===== config.mk =====
export PLATFORM = sky130hd
export DESIGN_NAME = icinv_top
export DESIGN_NICKNAME = d
export VERILOG_FILES = /design/src/rtl/icinv_pkg.sv /design/src/rtl/icinv_alias_decode.sv /design/src/rtl/icinv_range_plan.sv /design/src/rtl/icinv_cmd_format.sv /design/src/rtl/icinv_top.sv
export SDC_FILE = /design/constraint.sdc
export NUM_CORES = 1
export LEC_CHECK = 0
export CORE_UTILIZATION = 30
export DETAILED_ROUTE_END_ITERATION = 7
export HOLD_SLACK_MARGIN = 0.02
export PLACE_DENSITY = 0.58
export RECOVER_POWER = 50
export SETUP_SLACK_MARGIN = 0.02
export SKIP_CTS_REPAIR_TIMING = 1
export SLEW_MARGIN = 20
export SYNTH_ARGS = -nofsm -noshare
export SYNTH_HDL_FRONTEND = slang
export SYNTH_SLANG_ARGS = --single-unit

===== constraint.sdc =====
create_clock -name clk -period 1.8 [get_ports clk]
set_input_delay 0.36 -clock clk [delete_from_list [all_inputs] [get_ports clk]]
set_output_delay 0.36 -clock clk [all_outputs]
set_load 0.02 [all_outputs]

===== src/rtl/icinv_pkg.sv =====
package icinv_pkg;
   typedef enum logic [1:0] {
      CMD_INDEX  = 2'd0,
      CMD_TAG    = 2'd1,
      CMD_GLOBAL = 2'd2
   } cmd_kind_e;

   typedef enum logic [2:0] {
      ST_IDLE,
      ST_GLOBAL,
      ST_TAG,
      ST_INDEX,
      ST_DONE
   } walk_state_e;
endpackage


===== src/rtl/icinv_alias_decode.sv =====
module icinv_alias_decode #(
   parameter int RATIO_W = 4
) (
   input  logic [RATIO_W-1:0] ratio,
   output logic [1:0]         alias_log2,
   output logic               ratio_err
);
   always_comb begin
      alias_log2 = 2'd0;
      ratio_err  = 1'b0;
      case (ratio)
         RATIO_W'(0), RATIO_W'(1): alias_log2 = 2'd0;
         RATIO_W'(2):              alias_log2 = 2'd1;
         RATIO_W'(4):              alias_log2 = 2'd2;
         default:                  ratio_err  = 1'b1;
      endcase
   end
endmodule


===== src/rtl/icinv_range_plan.sv =====
module icinv_range_plan #(
   parameter int ADDR_W     = 32,
   parameter int LEN_W      = 16,
   parameter int LINE_SHIFT = 5
) (
   input  logic [ADDR_W-1:0] paddr,
   input  logic [ADDR_W-1:0] vaddr,
   input  logic [LEN_W-1:0]  len,
   output logic [ADDR_W-1:0] pline,
   output logic [ADDR_W-1:0] vline,
   output logic [LEN_W:0]    nlines
);
   localparam int CNT_W = LEN_W + 1;
   localparam int LINE_BYTES = 1 << LINE_SHIFT;

   logic [CNT_W-1:0] widened;

   always_comb begin
      widened = {1'b0, len} + CNT_W'(paddr[LINE_SHIFT-1:0]) + CNT_W'(LINE_BYTES - 1);
      nlines  = widened >> LINE_SHIFT;
      pline   = {paddr[ADDR_W-1:LINE_SHIFT], {LINE_SHIFT{1'b0}}};
      vline   = {vaddr[ADDR_W-1:LINE_SHIFT], {LINE_SHIFT{1'b0}}};
   end
endmodule


===== src/rtl/icinv_cmd_format.sv =====
module icinv_cmd_format
   import icinv_pkg::*;
#(
   parameter int ADDR_W     = 32,
   parameter int PAGE_SHIFT = 13,
   parameter bit PACKED     = 1'b1
) (
   input  logic [ADDR_W-1:0] line_p,
   input  logic [ADDR_W-1:0] line_v,
   input  logic [4:0]        vbits,
   input  logic              vknown,
   input  logic [1:0]        alias_idx,
   input  logic [1:0]        alias_log2,
   input  logic              tag_phase,
   output cmd_kind_e         kind,
   output logic [ADDR_W-1:0] data
);
   generate
      if (PACKED) begin : g_packed
         logic unused_split_inputs;
         assign unused_split_inputs = ^{line_v, alias_log2, tag_phase};
         always_comb begin
            kind = CMD_INDEX;
            if (vknown) data = line_p | ADDR_W'(vbits);
            else        data = line_p | ADDR_W'(alias_idx);
         end
      end else begin : g_split
         logic unused_packed_inputs;
         logic [ADDR_W-1:0] amask;
         assign unused_packed_inputs = ^vbits;
         always_comb begin
            amask = ((ADDR_W'(1) << alias_log2) - ADDR_W'(1)) << PAGE_SHIFT;
            if (tag_phase) begin
               kind = CMD_TAG;
               data = line_p;
            end else begin
               kind = CMD_INDEX;
               if (vknown) data = line_v;
               else        data = (line_p & ~amask) | (ADDR_W'(alias_idx) << PAGE_SHIFT);
            end
         end
      end
   endgenerate
endmodule


===== src/rtl/icinv_top.sv =====
module icinv_top
   import icinv_pkg::*;
#(
   parameter int ADDR_W     = 32,
   parameter int LEN_W      = 16,
   parameter int RATIO_W    = 4,
   parameter int LINE_BYTES = 32,
   parameter int PAGE_KB    = 8,
   parameter bit PACKED     = 1'b1
) (
   input  logic               clk,
   input  logic               rst_n,
   input  logic               req_valid,
   output logic               req_ready,
   input  logic               req_all,
   input  logic [ADDR_W-1:0]  req_paddr,
   input  logic [LEN_W-1:0]   req_len,
   input  logic [ADDR_W-1:0]  req_vaddr,
   input  logic               req_vknown,
   input  logic [RATIO_W-1:0] req_ratio,
   output logic               cmd_valid,
   input  logic               cmd_ready,
   output logic [1:0]         cmd_kind,
   output logic [ADDR_W-1:0]  cmd_data,
   output logic               done,
   output logic               cfg_err
);
   localparam int LINE_SHIFT = $clog2(LINE_BYTES);
   localparam int PAGE_SHIFT = $clog2(PAGE_KB * 1024);
   localparam walk_state_e FIRST_LINE_ST = PACKED ? ST_INDEX : ST_TAG;

   generate
      if (PAGE_KB != 4 && PAGE_KB != 8 && PAGE_KB != 16) begin : g_bad_page
         $error("PAGE_KB must be 4, 8 or 16");
      end
      if ((1 << LINE_SHIFT) != LINE_BYTES || LINE_BYTES < 32) begin : g_bad_line
         $error("LINE_BYTES must be a power of two of at least 32");
      end
      if (ADDR_W < PAGE_SHIFT + 5) begin : g_bad_addr
         $error("ADDR_W too small for the alias bits");
      end
      if (RATIO_W < 3) begin : g_bad_ratio
         $error("RATIO_W must hold the value 4");
      end
   endgenerate

   walk_state_e       state;
   logic [ADDR_W-1:0] line_p, line_v;
   logic [LEN_W:0]    lines_left;
   logic [1:0]        alias_idx, alias_log2_q;
   logic              vknown_q, err_q;
   logic [4:0]        vbits_q;

   logic [1:0]        dec_log2;
   logic              dec_err;
   logic [ADDR_W-1:0] plan_pline, plan_vline;
   logic [LEN_W:0]    plan_nlines;
   cmd_kind_e         fmt_kind;
   logic [ADDR_W-1:0] fmt_data;

   icinv_alias_decode #(.RATIO_W(RATIO_W)) u_decode (
      .ratio      (req_ratio),
      .alias_log2 (dec_log2),
      .ratio_err  (dec_err)
   );

   icinv_range_plan #(.ADDR_W(ADDR_W), .LEN_W(LEN_W), .LINE_SHIFT(LINE_SHIFT)) u_plan (
      .paddr  (req_paddr),
      .vaddr  (req_vaddr),
      .len    (req_len),
      .pline  (plan_pline),
      .vline  (plan_vline),
      .nlines (plan_nlines)
   );

   icinv_cmd_format #(.ADDR_W(ADDR_W), .PAGE_SHIFT(PAGE_SHIFT), .PACKED(PACKED)) u_fmt (
      .line_p     (line_p),
      .line_v     (line_v),
      .vbits      (vbits_q),
      .vknown     (vknown_q),
      .alias_idx  (alias_idx),
      .alias_log2 (alias_log2_q),
      .tag_phase  (state == ST_TAG),
      .kind       (fmt_kind),
      .data       (fmt_data)
   );

   logic       accept, fire, last_alias;
   logic [1:0] alias_max;

   always_comb begin
      accept     = req_valid && req_ready;
      fire       = cmd_valid && cmd_ready;
      case (alias_log2_q)
         2'd1:    alias_max = 2'd1;
         2'd2:    alias_max = 2'd3;
         default: alias_max = 2'd0;
      endcase
      last_alias = vknown_q || (alias_idx == alias_max);
   end

   always_ff @(posedge clk or negedge rst_n) begin
      if (!rst_n) begin
         state        <= ST_IDLE;
         line_p       <= '0;
         line_v       <= '0;
         lines_left   <= '0;
         alias_idx    <= '0;
         alias_log2_q <= '0;
         vknown_q     <= 1'b0;
         vbits_q      <= '0;
         err_q        <= 1'b0;
      end else begin
         case (state)
            ST_IDLE: if (accept) begin
               line_p       <= plan_pline;
               line_v       <= plan_vline;
               lines_left   <= plan_nlines;
               alias_idx    <= '0;
               alias_log2_q <= dec_log2;
               vknown_q     <= req_vknown;
               vbits_q      <= req_vaddr[PAGE_SHIFT+4:PAGE_SHIFT];
               if (req_all)                state <= ST_GLOBAL;
               else if (dec_err) begin
                  err_q <= 1'b1;
                  state <= ST_DONE;
               end
               else if (plan_nlines == '0) state <= ST_DONE;
               else                        state <= FIRST_LINE_ST;
            end
            ST_GLOBAL: if (fire) state <= ST_DONE;
            ST_TAG: if (fire) begin
               alias_idx <= '0;
               state     <= ST_INDEX;
            end
            ST_INDEX: if (fire) begin
               if (!last_alias) begin
                  alias_idx <= alias_idx + 2'd1;
               end else begin
                  alias_idx  <= '0;
                  line_p     <= line_p + ADDR_W'(LINE_BYTES);
                  line_v     <= line_v + ADDR_W'(LINE_BYTES);
                  lines_left <= lines_left - 1'b1;
                  state      <= (lines_left == 1) ? ST_DONE : FIRST_LINE_ST;
               end
            end
            ST_DONE: begin
               err_q <= 1'b0;
               state <= ST_IDLE;
            end
            default: state <= ST_IDLE;
         endcase
      end
   end

   always_comb begin
      req_ready = (state == ST_IDLE);
      cmd_valid = (state == ST_GLOBAL) || (state == ST_TAG) || (state == ST_INDEX);
      done      = (state == ST_DONE);
      cfg_err   = (state == ST_DONE) && err_q;
      if (state == ST_GLOBAL) begin
         cmd_kind = CMD_GLOBAL;
         cmd_data = '0;
      end else begin
         cmd_kind = fmt_kind;
         cmd_data = fmt_data;
      end
   end

   // a stalled command stays unchanged
   assert_hold_stable_R9: assert property (@(posedge clk) disable iff (!rst_n)
      cmd_valid && !cmd_ready |=> cmd_valid && $stable(cmd_data) && $stable(cmd_kind));

   // intake closed while busy
   assert_idle_excl_R11: assert property (@(posedge clk) disable iff (!rst_n)
      req_ready |-> !cmd_valid && !done);

   // done lasts one cycle
   assert_done_pulse_R10: assert property (@(posedge clk) disable iff (!rst_n)
      done |=> !done);

   // error only with done
   assert_err_with_done_R3: assert property (@(posedge clk) disable iff (!rst_n)
      cfg_err |-> done);

   // accepted global command ends the request
   assert_global_single_R8: assert property (@(posedge clk) disable iff (!rst_n)
      cmd_valid && cmd_ready && (cmd_kind == 2'd2) |=> done);

   // a request that is accepted never finishes in the same edge
   assert_accept_not_done_R10: assert property (@(posedge clk) disable iff (!rst_n)
      req_valid && req_ready |=> !req_ready);
endmodule


# Yosys cells after proc, flatten, opt, wreduce, memory -nomap -nowiden
# Cells that the tools add are included.
# op_classes
add_sub_neg,5
muxes,32
eq_ne,18
n_bitwise,2
n_reduce_logical,18
# ops
operator,count
2-to-1 mux 32 bit,5
one-hot mux 32 bit (2 select lines),1
2-to-1 mux 17 bit,3
one-hot mux 17 bit (2 select lines),1
"adder 32 x 6 -> 32 bit, second input constant",1
bitwise OR 32 x 2 -> 32 bit,1
bitwise OR 32 x 5 -> 32 bit,1
2-to-1 mux 3 bit,9
adder 16 x 5 -> 17 bit,1
"adder 17 x 5 -> 17 bit, second input constant",1
"equality test 17 x 1 -> 1 bit, second input constant",1
logical NOT 17 bit,1
"subtractor 17 x 1 -> 17 bit, second input constant",1
"inequality test 2 bit, second input constant",6
one-hot mux 3 bit (4 select lines),1
AND reduction 4 bit,3
2-to-1 mux 2 bit,5
one-hot mux 2 bit (2 select lines),2
"equality test 3 x 2 -> 1 bit, second input constant",2
one-hot mux 2 bit (3 select lines),1
AND reduction 5 bit,1
"equality test 4 x 1 -> 1 bit, second input constant",1
"equality test 4 x 2 -> 1 bit, second input constant",1
"equality test 4 x 3 -> 1 bit, second input constant",1
17 further kinds,24
# word_totals
wordCells,83
output_inout_bits,38
regBits,63
inputBits,90

# Depth between registers and ports, before layout
# Gate-level depths: netlist of run 1.
# depth
depth_word,8
mapped_depth,10
ltp_nobuf,10

# Hierarchy
# Synthesis of run 1 repeated with hierarchy kept, for this count alone.
# unflattened
cells_unflattened,908
hier_area_um2,7130.6
# by_module_without_submodules
module,area_per_inst_um2,cells_per_inst,seq_area_each_um2,instances
icinv_top,5875.6,733,2377.3,1
icinv_range_plan,930.9,133,0.0,1
icinv_cmd_format,277.8,37,0.0,1
icinv_alias_decode,46.3,5,0.0,1

# Worst setup path after synthesis of run 1
# OpenSTA, ideal clock, no wires.
# synth_path
path_type,input-to-reg
startpoint,input req_paddr[3]
endpoint,register state[0]
setup_ps,135
path_stages,10
path_slack_ps,-634
arrival_time_ps,2299
required_ps,1665
path_cell_list,inv_1 -> ha_1 -> inv_1 -> ha_1 -> and3b_1 -> a2111oi_4 -> o21a_1 -> o21ai_1 -> nor4_4 -> o211ai_1
# synth_between
elab_chain_len,8
# synth_lines
item,line_no,text
"start, declared",icinv_top.sv:16,"input logic [ADDR_W-1:0] req_paddr,"
adder 16 x 5 -> 17 bit,icinv_range_plan.sv:19,"widened = {1'b0, len} + CNT_W'(paddr[LINE_SHIFT-1:0]) + CNT_W'(LINE_BYTES - 1);"
adder 17 x 5 -> 17 bit,icinv_range_plan.sv:19,
logical NOT 17 bit,icinv_top.sv:128,else if (plan_nlines == '0) state <= ST_DONE;
2-to-1 mux 3 bit,icinv_top.sv:128,
2-to-1 mux 3 bit,icinv_top.sv:124,else if (dec_err) begin
2-to-1 mux 3 bit,icinv_top.sv:123,if (req_all) state <= ST_GLOBAL;
2-to-1 mux 3 bit,icinv_top.sv:115,ST_IDLE: if (accept) begin
one-hot mux 3 bit (4 select lines),icinv_top.sv:114,case (state)
"end signal, assigned",icinv_top.sv:144,state <= (lines_left == 1) ? ST_DONE : FIRST_LINE_ST;
"end, declared",icinv_top.sv:47,walk_state_e state;
# No other way between the ends. The select of a mux whose other input is x is not followed.
# A chain may end at the register's enable or synchronous reset.

# Worst setup path after layout of run 1
# Same ends and word-level chain as after synthesis.

==> flow_metrics.env, run 1 <==
export IMPL_final_net_count=864
export IMPL_rr_startpoint="lines_left[13]"
export IMPL_floorplan_die_area_um2=15200
export IMPL_number_of_global_route_vias_before_repair=4717
export IMPL_setup_worst_path_end_class="register"
export IMPL_postLayoutCoreUtil=0.556
export IMPL_number_of_diodes_added_for_antenna_fixing=0
export IMPL_worst_setup_path_startpoint="req_paddr[3]"
export IMPL_ir_drop_uv=772
export IMPL_detail_route_first_pass_iterations=5
export IMPL_ys_top_cells_by_area="dfrtp_1 (33%), a21oi_1 (6.3%), nand2_1 (5.1%)"
export IMPL_worst_path_dominant_cell_family="simple AND/OR/NAND/NOR gates"
export IMPL_worst_endpoint_required_ns=1.99
export IMPL_grt_total_usage=0.182
export IMPL_power_switching_share=0.423
export IMPL_max_slew_worst_pin_slew_ns=1.56
export IMPL_worst_slew_margin_rel=-0.0390
export IMPL_die_width_um=123
export IMPL_dpl_cell_area_um2=6530
export IMPL_synth_most_common_cell="nand2_1"
export IMPL_power_clock_fraction=0.116
export IMPL_cp_slowest_stage_delay_ns=0.30
export IMPL_critPathMaxFanout=5
export IMPL_combPwrFrac=0.723
export IMPL_synth_enable_flop_cells=0
export IMPL_clock_path_buffers=2
export IMPL_hold_viol=0
export IMPL_cts_clk_slew_worst_paths_ns=0.05
export IMPL_p_sw_mw=6.19
export IMPL_synth_top_area_cell="dfrtp_1"
export IMPL_p_seq_frac=0.162
export IMPL_fraction_of_layout_instances_using_a_drive_strength_above_1=0.458
export IMPL_fmax_ghz=0.443
export IMPL_ys_top_cells_by_count="nand2_1 (60), dfrtp_1 (58), a21oi_1 (55), nor2_1 (50)"
export IMPL_io_buffers=99
export IMPL_detail_route_wl_per_cell_um=15.9
export IMPL_violations="capacitance limit, slew limit, setup timing"
export IMPL_grt_max_degree=59
export IMPL_syn_avg_cell_area_um2=7.88
export IMPL_tritoncts="built"
export IMPL_detail_route_drc_violations=0
export IMPL_largest_family_of_logic_cells_by_synthesized_area="simple AND/OR/NAND/NOR gates"
export IMPL_postSynthRegisterBits=58
export IMPL_fp_row_count=43
export IMPL_synthesized_netlist_net_count=662
export IMPL_cts_inserted_buffers=9
export IMPL_dominantRegCellSynth="dfrtp_1"
export IMPL_synth_cell_type_count=65
export IMPL_status="finished, violations left"
export IMPL_count_of_max_cap_constraint_violations=1
export IMPL_worst_clock_skew_ns=0.0108
export IMPL_rrSetupSlack_ns=-0.22
export IMPL_power_report_internal_total_mw=8.46
export IMPL_synth_compound_area_share=0.230
export IMPL_final_hpwl_from_detailed_placement_um=9920
export IMPL_setup_viol_count_final=62
export IMPL_floorplan_die_height_um=123
export IMPL_place_gp_congestion=0.834
export IMPL_fp_coreArea_um2=14100
export IMPL_mappedNetlistArea_um2=4400
export IMPL_hold_slack_ns=0.478
export IMPL_cts_htree_levels=3
export IMPL_initial_drc_count=289
export IMPL_fillCellCount=1259
export IMPL_drt_antenna_violating_nets=0
export IMPL_synth_adder_area_share=0.0369
export IMPL_route_detailed_vias_per_inst=5.30
export IMPL_cpMaxStageDelayCell="nor4_4"
export IMPL_power_density_nw_per_um2=1870
export IMPL_rsz0062_at_grt="true"
export IMPL_floorplan_initialDensity=0.312
export IMPL_min_period_ns=2.26
export IMPL_area_growth_syn_to_layout_pct=78.1
export IMPL_leakagePower_nw=3.30
export IMPL_synth_yosys_warnings=0
export IMPL_period_share=1.25
export IMPL_worst_slack_ns=-0.456
export IMPL_start_kind="input port"
export IMPL_route_vias_total=5015
export IMPL_post_synth_xor_area_fraction=0.0358
export IMPL_antenna_violations_before_repair=0
export IMPL_cp_cell_instances="buf_8 -> inv_8 -> ha_4 -> inv_4 -> ha_4 -> and3b_2 -> a2111oi_4 -> buf_4 -> buf_6 -> nor4b_4 -> o21ai_2 -> nor4_4 -> o211ai_1"
export IMPL_slew_violations=59
export IMPL_routed_wire_length_um=15100
export IMPL_root_buffer_master="clkbuf_16"
export IMPL_synth_simple_gate_area_frac=0.291
export IMPL_sum_of_overflow_across_all_layers_after_global_routing=0
export IMPL_proportion_of_netlist_area_held_by_the_largest_area_contributor=0.330
export IMPL_clk_latency_ns=0.33
export IMPL_synth_async_reset_ratio=1.00
export IMPL_io_pin_count=128
export IMPL_worst_ep_arrival_time_ns=2.45
export IMPL_grt_pass1_wl_um=21900
export IMPL_clock_sink_count=58
export IMPL_yosysSeqAreaShare=0.330
export IMPL_post_synthesis_mux_area_share=0.0136
export IMPL_syn_instance_count=559
export IMPL_cp_common_cell="ha_4"
export IMPL_min_path_type="in -> async"
export IMPL_path_buf_inv=5
export IMPL_worstSetupPathType="in -> reg"
export IMPL_finish_instance_area_um2=7840
cell type report:
cell class	instances	area (um^2)	share of cell area
Clock inverter	6	57.6	0.00734
Multi-Input combinational cell	438	3480	0.443
Inverter	27	134	0.0171
Sequential cell	58	1450	0.185
Clock buffer	10	229	0.0292
Tap cell	180	225	0.0287
Timing Repair Buffer	227	2270	0.290
metal layers:
metal	wire length, um	up-vias	GRT usage	part of all wire
li1	-	2411	-	-
met5	0	-	0	0
met1	6760	2426	0.248	0.45
met4	180	0	0.0452	0.012
met2	7280	161	0.295	0.48
met3	829	17	0.0360	0.055
cells in the final DEF, fill, tap and decap left out, drive strengths merged, types with 11 or more instances in the layout:
master,instances
clkbuf,19
xor2,15
a2bb2oi,15
dfrtp,58
nand2,60
inv,26
ha,13
and3,12
o22ai,11
nor3,15
o21ai,34
buf,162
clkdlybuf4s50,52
nand4,13
nor2,51
nand3,25
and2,31
a21oi,55
path summary, 6_finish.rpt:
kind / cells past startpoint / end
min: 2 / line_p[8]
max: 13 / state[0]
max in group asynchronous: 2 / lines_left[2]
max reg2reg: 7 / state[2]
min in group clk: 2 / vbits_q[1]
min reg2reg: 2 / vbits_q[1]
through the flow:
stage                     cells  worst slack [ns]  TNS (ns)  power, mW
after detailed placement    906             -1.24    -30.25       10.2
after global routing        946            -0.546    -15.61       15.6
final                       946            -0.456    -11.26       14.7
after floorplan             559            -0.425     -4.24       7.26
after global placement      906             -1.15    -27.90       10.1
after CTS                   922            -0.899    -38.33       11.9
sequential cells by signal, summed over array words and instances (netlist names):
name	count
alias_idx	2
alias_log2_q	2
err_q	1
line_p	27
lines_left	17
state	3
vbits_q	5
vknown_q	1
power by group through the flow:
stage	registers [mW]	clock network [mW]	logic (mW)
finish	2.37	1.70	10.6
detailed placement	2.33	0	7.89
CTS	2.32	1.71	7.92
global route	2.45	1.79	11.3
global placement	2.31	0	7.76
floorplan	2.31	0	4.95
cells by family after synthesis:
logic type	after synthesis
fa+ha+maj	13
xor+xnor	18
simple gates	242
other cells	1
buf+inv	63
compound gates	158
flops	58
mux	6
No activity file was read; power rests on OpenSTA's default activity.
==> run 2: changes to the inputs <==
TNS_END_PERCENT = 100   (was default)
==> results of run 2 <==
Final layout, timing and power as in run 1 (identical DEF).
==> run 3: changes to the inputs <==
CORE_ASPECT_RATIO = 1.5   (was default)
==> flow_metrics.env, run 3 (synthesis results as in run 1) <==
export IMPL_count_of_max_cap_constraint_violations=1
export IMPL_cts_inserted_buffers=9
export IMPL_clock_sink_count=58
export IMPL_rsz0062_at_grt="true"
export IMPL_grt_total_usage=0.184
export IMPL_detail_route_drc_violations=0
export IMPL_final_net_count=867
export IMPL_postLayoutCoreUtil=0.522
export IMPL_largest_register_ffs=27
export IMPL_grt_pass1_wl_um=22100
export IMPL_fp_row_count=53
export IMPL_hold_viol=0
export IMPL_min_path_type="in -> async"
export IMPL_worst_slew_margin_rel=-0.0201
export IMPL_final_hpwl_from_detailed_placement_um=10200
export IMPL_worst_slack_ns=-0.406
export IMPL_place_gp_congestion=0.856
export IMPL_fmax_ghz=0.453
export IMPL_total_power_mw=13.4
export IMPL_number_of_diodes_added_for_antenna_fixing=0
export IMPL_critPathMaxFanout=5
export IMPL_tns_ns=-11.55
export IMPL_layout_cells_most_common="buf_4"
export IMPL_layout_common_cells="buf_4 (107), nand2_1 (59), dfrtp_1 (58)"
export IMPL_rr_startpoint="alias_log2_q[1]"
export IMPL_initial_drc_count=237
export IMPL_worst_clock_skew_ns=0.00539
export IMPL_grt_max_degree=59
export IMPL_routed_wire_length_um=14500
export IMPL_worst_setup_path_startpoint="req_paddr[3]"
export IMPL_violations="capacitance limit, slew limit, setup timing"
export IMPL_detail_route_wl_per_cell_um=15.1
export IMPL_worst_endpoint_required_ns=2.07
export IMPL_die_width_um=101
export IMPL_io_pin_count=128
export IMPL_leakagePower_nw=3.24
export IMPL_floorplan_die_area_um2=15200
export IMPL_route_detailed_vias_per_inst=5.19
export IMPL_antenna_violations_before_repair=0
export IMPL_cts_clk_slew_worst_paths_ns=0.05
export IMPL_start_kind="input port"
export IMPL_ir_drop_uv=1000
export IMPL_fp_coreArea_um2=14200
export IMPL_floorplan_die_height_um=150
export IMPL_setup_viol_count_final=79
export IMPL_seqCellArea_um2=1450
export IMPL_clock_path_buffers=2
export IMPL_power_density_nw_per_um2=1810
export IMPL_worst_ep_arrival_time_ns=2.47
export IMPL_cts_htree_levels=3
export IMPL_min_period_ns=2.21
export IMPL_slew_violations=59
export IMPL_max_slew_worst_pin_slew_ns=1.53
export IMPL_sum_of_overflow_across_all_layers_after_global_routing=0
export IMPL_largestRegisters="line_p x27, lines_left x17, vbits_q x5"
export IMPL_number_of_global_route_vias_before_repair=4739
export IMPL_worstSetupPathType="in -> reg"
export IMPL_multi_input_area_um2=3190
export IMPL_tritoncts="built"
export IMPL_status="finished, violations left"
export IMPL_route_vias_total=4986
export IMPL_period_share=1.23
export IMPL_top_register="line_p"
export IMPL_finish_instance_area_um2=7410
export IMPL_io_buffers=99
export IMPL_setup_worst_path_end_class="register"
export IMPL_dpl_cell_area_um2=6630
export IMPL_floorplan_initialDensity=0.310
export IMPL_detail_route_first_pass_iterations=5
export IMPL_clk_latency_ns=0.33
export IMPL_area_growth_syn_to_layout_pct=68.3
export IMPL_fillCellCount=1371
export IMPL_fraction_of_layout_instances_using_a_drive_strength_above_1=0.407
export IMPL_drt_antenna_violating_nets=0
export IMPL_root_buffer_master="clkbuf_16"
==> run 3: worst max-delay path, stage by stage <==
cell and delay (ns):
buf_8 0.08, inv_8 0.03, ha_4 0.25, inv_2 0.04
ha_4 0.23, and3b_2 0.24, a2111oi_4 0.34, buf_4 0.19
o21a_1 0.14, o21ai_2 0.06, nor4_4 0.31, a31o_2 0.20
==> run 3: metrics by stage <==
step	std cells	hold WS (ns)	setup slack [ns]
finish	961	0.466	-0.406
global route	961	0.496	-0.507
detailed placement	926	0.396	-1.23
CTS	942	0.0417	-0.907
floorplan	559	0.0644	-0.425
global placement	926	0.396	-1.16
==> run 3: where the power goes <==
part | switching (mW) | internal [mW]
logic | 4.69 | 4.78
registers | 0.449 | 1.89
clock network | 0.605 | 0.997
total | 5.74 | 7.67
==> run 3: worst paths after layout <==
kind | endpoint | slack (ns) | cells after the start
max in group asynchronous | line_p[10] | 0.39 | 2
worst max register to register | lines_left[2] | -0.19 | 8
worst min register to register | vbits_q[3] | 0.47 | 2
min in group clk | vbits_q[3] | 0.47 | 2
worst min-delay path | line_p[21] | 0.47 | 2
worst max-delay path | state[2] | -0.41 | 12
==> run 3: final cells by class <==
class                   count  share of cell area
inverters                  27              0.0164
well taps                 192              0.0324
flip-flops and latches     58               0.196
clock inverters             5             0.00388
repair buffers            230               0.286
multi-input cells         438               0.431
clock buffers              11              0.0341
==> run 3: per-layer routing <==
layer	vias to the layer above	routed length, um	global-route usage
met5	-	0	0
li1	2418	-	-
met4	0	176	0.0558
met1	2422	5730	0.208
met2	134	8080	0.353
met3	12	534	0.0237
